==> config.mk <==
export PLATFORM = sky130hd
export DESIGN_NAME = lct_timer
export DESIGN_NICKNAME = d
export VERILOG_FILES = /design/src/rtl/lct_timer_pkg.sv /design/src/rtl/lct_prescaler.sv /design/src/rtl/lct_counter.sv /design/src/rtl/lct_timer.sv
export SDC_FILE = /design/constraint.sdc
export NUM_CORES = 1
export LEC_CHECK = 0
export ABC_AREA = 1
export CAP_MARGIN = 20
export CORE_ASPECT_RATIO = 2
export CORE_UTILIZATION = 45
export DETAILED_ROUTE_END_ITERATION = 7
export PLACE_DENSITY = 0.66
export SLEW_MARGIN = 20
export SYNTH_ARGS = -nofsm -noshare
export SYNTH_HDL_FRONTEND = slang
export SYNTH_SLANG_ARGS = --single-unit
==> constraint.sdc <==
create_clock -name clk -period 7.63 [get_ports clk]
set_clock_uncertainty 0.2 [all_clocks]
set_input_delay 1.1445 -clock clk [delete_from_list [all_inputs] [get_ports clk]]
set_output_delay 1.1445 -clock clk [all_outputs]
set_load 0.1 [all_outputs]
==> src/rtl/lct_timer_pkg.sv <==
package lct_timer_pkg;
    localparam int DATA_W  = 32;
    localparam int VEC_W   = 8;
    localparam int SHIFT_W = 3;
    localparam int DIV_W   = 4;
    localparam int IDX_W   = 2;

    localparam logic [IDX_W-1:0] IDX_ENTRY = 2'd0;
    localparam logic [IDX_W-1:0] IDX_INIT  = 2'd1;
    localparam logic [IDX_W-1:0] IDX_COUNT = 2'd2;
    localparam logic [IDX_W-1:0] IDX_DIV   = 2'd3;

    localparam int BIT_MASK     = 16;
    localparam int BIT_PERIODIC = 17;
    localparam logic [DIV_W-1:0] DIV_KEEP = 4'hB;

    // Shift = ({b3,b1,b0} + 1) mod 8
    function automatic logic [SHIFT_W-1:0] div_to_shift(input logic [DIV_W-1:0] d);
        logic [SHIFT_W-1:0] code;
        code = {d[3], d[1:0]};
        return code + SHIFT_W'(1);
    endfunction
endpackage

==> src/rtl/lct_prescaler.sv <==
module lct_prescaler
    import lct_timer_pkg::*;
(
    input  logic               clk,
    input  logic               rst_n,
    input  logic               restart,
    input  logic [SHIFT_W-1:0] shift,
    output logic               tick
);
    localparam int PRE_W = (1 << SHIFT_W) - 1;

    typedef struct packed {
        logic [PRE_W-1:0] phase;
    } pre_state_t;

    pre_state_t st_d, st_q;
    logic [PRE_W-1:0] limit;

    always_comb begin
        limit = (PRE_W'(1) << shift) - PRE_W'(1);
        tick  = (st_q.phase >= limit);
        st_d  = st_q;
        if (restart || tick) begin
            st_d.phase = '0;
        end else begin
            st_d.phase = st_q.phase + PRE_W'(1);
        end
    end

    always_ff @(posedge clk) begin
        if (!rst_n) begin
            st_q <= '0;
        end else begin
            st_q <= st_d;
        end
    end
endmodule

==> src/rtl/lct_counter.sv <==
module lct_counter #(
    parameter int CNT_W = 32
) (
    input  logic             clk,
    input  logic             rst_n,
    input  logic             load,
    input  logic [CNT_W-1:0] load_val,
    input  logic             tick,
    input  logic             periodic,
    input  logic [CNT_W-1:0] init_val,
    output logic [CNT_W-1:0] count,
    output logic             expire
);
    typedef struct packed {
        logic [CNT_W-1:0] cnt;
    } cnt_state_t;

    cnt_state_t st_d, st_q;

    always_comb begin
        st_d   = st_q;
        expire = tick && !load && (st_q.cnt == CNT_W'(1));
        if (load) begin
            st_d.cnt = load_val;
        end else if (tick) begin
            if (st_q.cnt != '0) begin
                st_d.cnt = st_q.cnt - CNT_W'(1);
            end else if (periodic) begin
                st_d.cnt = init_val;
            end
        end
    end

    assign count = st_q.cnt;

    always_ff @(posedge clk) begin
        if (!rst_n) begin
            st_q <= '0;
        end else begin
            st_q <= st_d;
        end
    end
endmodule

==> src/rtl/lct_timer.sv <==
module lct_timer
    import lct_timer_pkg::*;
#(
    parameter int CNT_W = 32
) (
    input  logic              clk,
    input  logic              rst_n,
    input  logic              wr_en,
    input  logic              rd_en,
    input  logic [IDX_W-1:0]  reg_idx,
    input  logic [DATA_W-1:0] wr_data,
    output logic [DATA_W-1:0] rd_data,
    output logic              irq_valid,
    output logic [VEC_W-1:0]  irq_vector
);
    typedef struct packed {
        logic              mask;
        logic              periodic;
        logic [VEC_W-1:0]  vector;
        logic [CNT_W-1:0]  init;
        logic [DIV_W-1:0]  div;
        logic              irq;
        logic [VEC_W-1:0]  irq_vec;
        logic [DATA_W-1:0] rdata;
    } top_state_t;

    top_state_t st_d, st_q;

    logic               load;
    logic               tick;
    logic               expire;
    logic [CNT_W-1:0]   cnt;
    logic [SHIFT_W-1:0] shift;

    assign load  = wr_en && (reg_idx == IDX_INIT);
    assign shift = div_to_shift(st_q.div);

    lct_prescaler u_pre (
        .clk     (clk),
        .rst_n   (rst_n),
        .restart (load),
        .shift   (shift),
        .tick    (tick)
    );

    lct_counter #(.CNT_W(CNT_W)) u_cnt (
        .clk      (clk),
        .rst_n    (rst_n),
        .load     (load),
        .load_val (wr_data[CNT_W-1:0]),
        .tick     (tick),
        .periodic (st_q.periodic),
        .init_val (st_q.init),
        .count    (cnt),
        .expire   (expire)
    );

    always_comb begin
        st_d     = st_q;
        st_d.irq = expire && !st_q.mask;
        if (expire) begin
            st_d.irq_vec = st_q.vector;
        end
        if (wr_en) begin
            unique case (reg_idx)
                IDX_ENTRY: begin
                    st_d.mask     = wr_data[BIT_MASK];
                    st_d.periodic = wr_data[BIT_PERIODIC];
                    st_d.vector   = wr_data[VEC_W-1:0];
                end
                IDX_INIT: st_d.init = wr_data[CNT_W-1:0];
                IDX_DIV:  st_d.div  = wr_data[DIV_W-1:0] & DIV_KEEP;
                default: ;
            endcase
        end
        if (rd_en) begin
            unique case (reg_idx)
                IDX_ENTRY: begin
                    st_d.rdata = '0;
                    st_d.rdata[BIT_PERIODIC] = st_q.periodic;
                    st_d.rdata[BIT_MASK]     = st_q.mask;
                    st_d.rdata[VEC_W-1:0]    = st_q.vector;
                end
                IDX_INIT:  st_d.rdata = DATA_W'(st_q.init);
                IDX_COUNT: st_d.rdata = DATA_W'(cnt);
                default:   st_d.rdata = DATA_W'(st_q.div);
            endcase
        end
    end

    always_ff @(posedge clk) begin
        if (!rst_n) begin
            st_q      <= '0;
            st_q.mask <= 1'b1;
        end else begin
            st_q <= st_d;
        end
    end

    assign rd_data    = st_q.rdata;
    assign irq_valid  = st_q.irq;
    assign irq_vector = st_q.irq_vec;
endmodule

==> flow_metrics.py <==
metrics = {
    "worst_setup_path": {
        "crit_path_max_fanout": 40,
        "crit_type": "in2reg",
        "r2r_cells": 16,
        "critPathLaunchType": "primary input",
        "critical_path_arrival_ps": 4890,
        "worst_setup_path_end_kind": "flip-flop",
        "crit_required_ps": 7740,
    },
    "min_path": {
        "hp-class": "reg2reg",
        "whs_path_depth": 2,
    },
    "drt": {
        "drt_iter0_drc": 358,
        "routed_via_density": 5.12,
        "first_pass_iters": 5,
        "antenna_left": 0,
        "avgRoutedWirePerCell_um": 14.3,
        "dr_total_vias": 6723,
        "drt_wl_total_mm": 18.8,
        "drc": 0,
    },
    "placed_design": {
        "preCtsSetupSlack_ps": 2450,
        "io_buffers": 78,
        "place_congestion": 0.972,
        "hpwl_mm": 13.1,
    },
    "yosys": {
        "synth_edf_count": 0,
        "syn_area_um2": 7080,
        "synth_area_leader_cell": "dfxtp_1",
        "synthFlopType": "dfxtp_1",
        "yosysMostFrequentCell": "nand2_1",
        "synth_top_area_share_pct": 35.3,
        "yosysUniqueCellTypes": 34,
        "synth_seq_cells": 125,
        "avgSynthCellArea_um2": 6.52,
        "async_flop_share_pct": 0,
        "syn_nets": 1137,
        "synth_common_cells": "nand2_1, inv_1, dfxtp_1",
        "ys_seq_area_share_pct": 35.3,
        "netlist_instances": 1087,
        "ys_warn_count": 0,
        "synth_area_leaders": "dfxtp_1, nand2_1, inv_1",
    },
    "run": {
        "max_cap_violations": 0,
    },
    "cts": {
        "clock_latency_ps": 420,
        "cts.path.max_buffers": 2,
        "post_cts_resized": 0,
        "cts_tree": "yes",
        "hold_buffers": 0,
        "post_cts.repair.setup_buffers": 0,
        "cts_made_buffers": 17,
        "clock-root-buffer": "clkbuf_16",
        "htree_num_levels": 4,
        "path_clk_slew_ps": 50,
        "clock_sinks": 125,
    },
    "final_layout": {
        "fillers": 1582,
        "layout.nets": 1152,
        "diodes": 0,
        "drive_above_1_share_pct": 6.64,
        "area_growth_pct": 16.3,
    },
    "power_and_ir_drop": {
        "powerDensity_nw_per_um2": 331,
        "p_leak_nw": 3.72,
        "ir_drop_v": 0.000200,
    },
    "status": {
        "outcome": "finished clean",
    },
    "sta": {
        "slew_headroom_pct": 34.5,
        "setup_slack_ps": 2850,
        "tightestPinTransition_ps": 980,
        "setup_viol_count_final": 0,
        "fmaxAchievable_ghz": 0.209,
        "rsz0062_at_grt": "false",
        "fin_crit_sh_pct": 62.6,
        "maxSlewViolCount": 0,
        "finalSetupTns_ps": 0,
        "period_needed_ps": 4780,
        "fin_hold_ws_ps": 242,
        "finalHoldViolations": 0,
    },
    "die": {
        "initial_core_util_pct": 46.1,
        "fp.dieW_um": 90.7,
        "ios": 79,
        "die_area_um2": 16300,
        "num_rows": 64,
        "die_y_um": 179,
        "core_um2": 15400,
    },
    "global_routing": {
        "grt_max_degree": 69,
        "grt_pass1_vias": 6535,
        "antenna_found_initial": 0,
        "grt_pass1_wl_mm": 31.5,
        "gr-total-overflow": 0,
        "grt.total_usage_pct": 24.0,
    },
}
[path summary, 6_finish.rpt]
path / start / slack, ps / endpoint
max: reg_idx[1] / 2850 / u_cnt.count[18]$_SDFFE_PN0P_
min: irq_vector[0]$_SDFFE_PN0P_ / 240 / irq_vector[0]$_SDFFE_PN0P_
max reg2reg: st_q[44]$_SDFFE_PN0P_ / 3960 / u_cnt.count[18]$_SDFFE_PN0P_
min reg2reg: irq_vector[0]$_SDFFE_PN0P_ / 240 / irq_vector[0]$_SDFFE_PN0P_
[cell families (layout without fill, tap and decap cells)]
family / after synthesis / count (layout) / share of synthesized area [%]
AO/OA/AOI/OAI: 164 / 164 / 13.7
adder cells (fa/ha/maj): 12 / 12 / 2.12
AND/OR/NAND/NOR: 556 / 556 / 32.8
buffers and inverters: 219 / 246 / 14.7
flip-flops: 125 / 125 / 35.3
XOR/XNOR: 11 / 11 / 1.36
[worst max-delay path, stage by stage]
cell	delay (ps)
clkdlybuf4s50_1	500
inv_1	120
nand2_2	80
nor2_4	680
inv_2	570
nand4_1	300
nand2_2	500
inv_2	660
nand3_1	160
nand2_1	90
inv_1	40
[final cells by class]
type / count / area [um2] / area share (%)
timing repair buffer: 82 / 801 / 9.72
multi-input combinational: 743 / 3540 / 43.0
inverter: 133 / 499 / 6.06
clock inverter: 11 / 190 / 2.31
tap: 198 / 248 / 3.01
sequential: 125 / 2500 / 30.4
clock buffer: 20 / 457 / 5.54
[cells in the final DEF (no fill, tap or decap), types with 5 or more instances in the layout]
| cell | n |
|---|---|
| a21oi_1 | 84 |
| a21oi_2 | 5 |
| bufinv_16 | 5 |
| clkbuf_16 | 17 |
| clkdlybuf4s50_1 | 76 |
| dfxtp_1 | 125 |
| ha_1 | 12 |
| inv_1 | 126 |
| inv_2 | 6 |
| nand2_1 | 325 |
| nand2_2 | 7 |
| nand3_1 | 78 |
| nand4_1 | 10 |
| nor2_1 | 112 |
| nor2_2 | 10 |
| nor2_4 | 6 |
| o211ai_1 | 6 |
| o21a_1 | 6 |
| o21ai_0 | 32 |
| o221ai_1 | 23 |
| xor2_1 | 9 |
[report_power, final]
part | internal, mW | switching (mW)
clock | 0.594 | 0.297
combinational | 0.317 | 0.716
sequential | 0.729 | 0.0713
total | 1.64 | 1.08
[layer usage]
metal / global-route usage [%] / up-vias / routed length (um)
met3: 3.81 / 51 / 631
li1: - / 3450 / -
met4: 11.7 / 0 / 731
met1: 25.2 / 3040 / 7310
met5: 0 / - / 0
met2: 45.3 / 182 / 10100
[sequential cells by signal (all words and copies together) (netlist names)]
name / count
st_q: 45
rd_data: 32
u_cnt.count: 32
irq_vector: 8
u_pre.st_q: 7
irq_valid: 1
[metrics by stage]
stage / cell area, um2 / utilization, % / cells / power, mW
4_1_cts: 8240 / 53.6 / 1312 / 2.73
5_1_grt: 8240 / 53.6 / 1312 / 2.91
3_3_place_gp: 7590 / 49.4 / 1281 / 1.82
6_report: 8240 / 53.6 / 1312 / 2.72
3_5_place_dp: 7590 / 49.4 / 1281 / 1.84
2_1_floorplan: 7080 / - / 1087 / 1.61
Note: power is estimated with default switching activity, not from simulation.
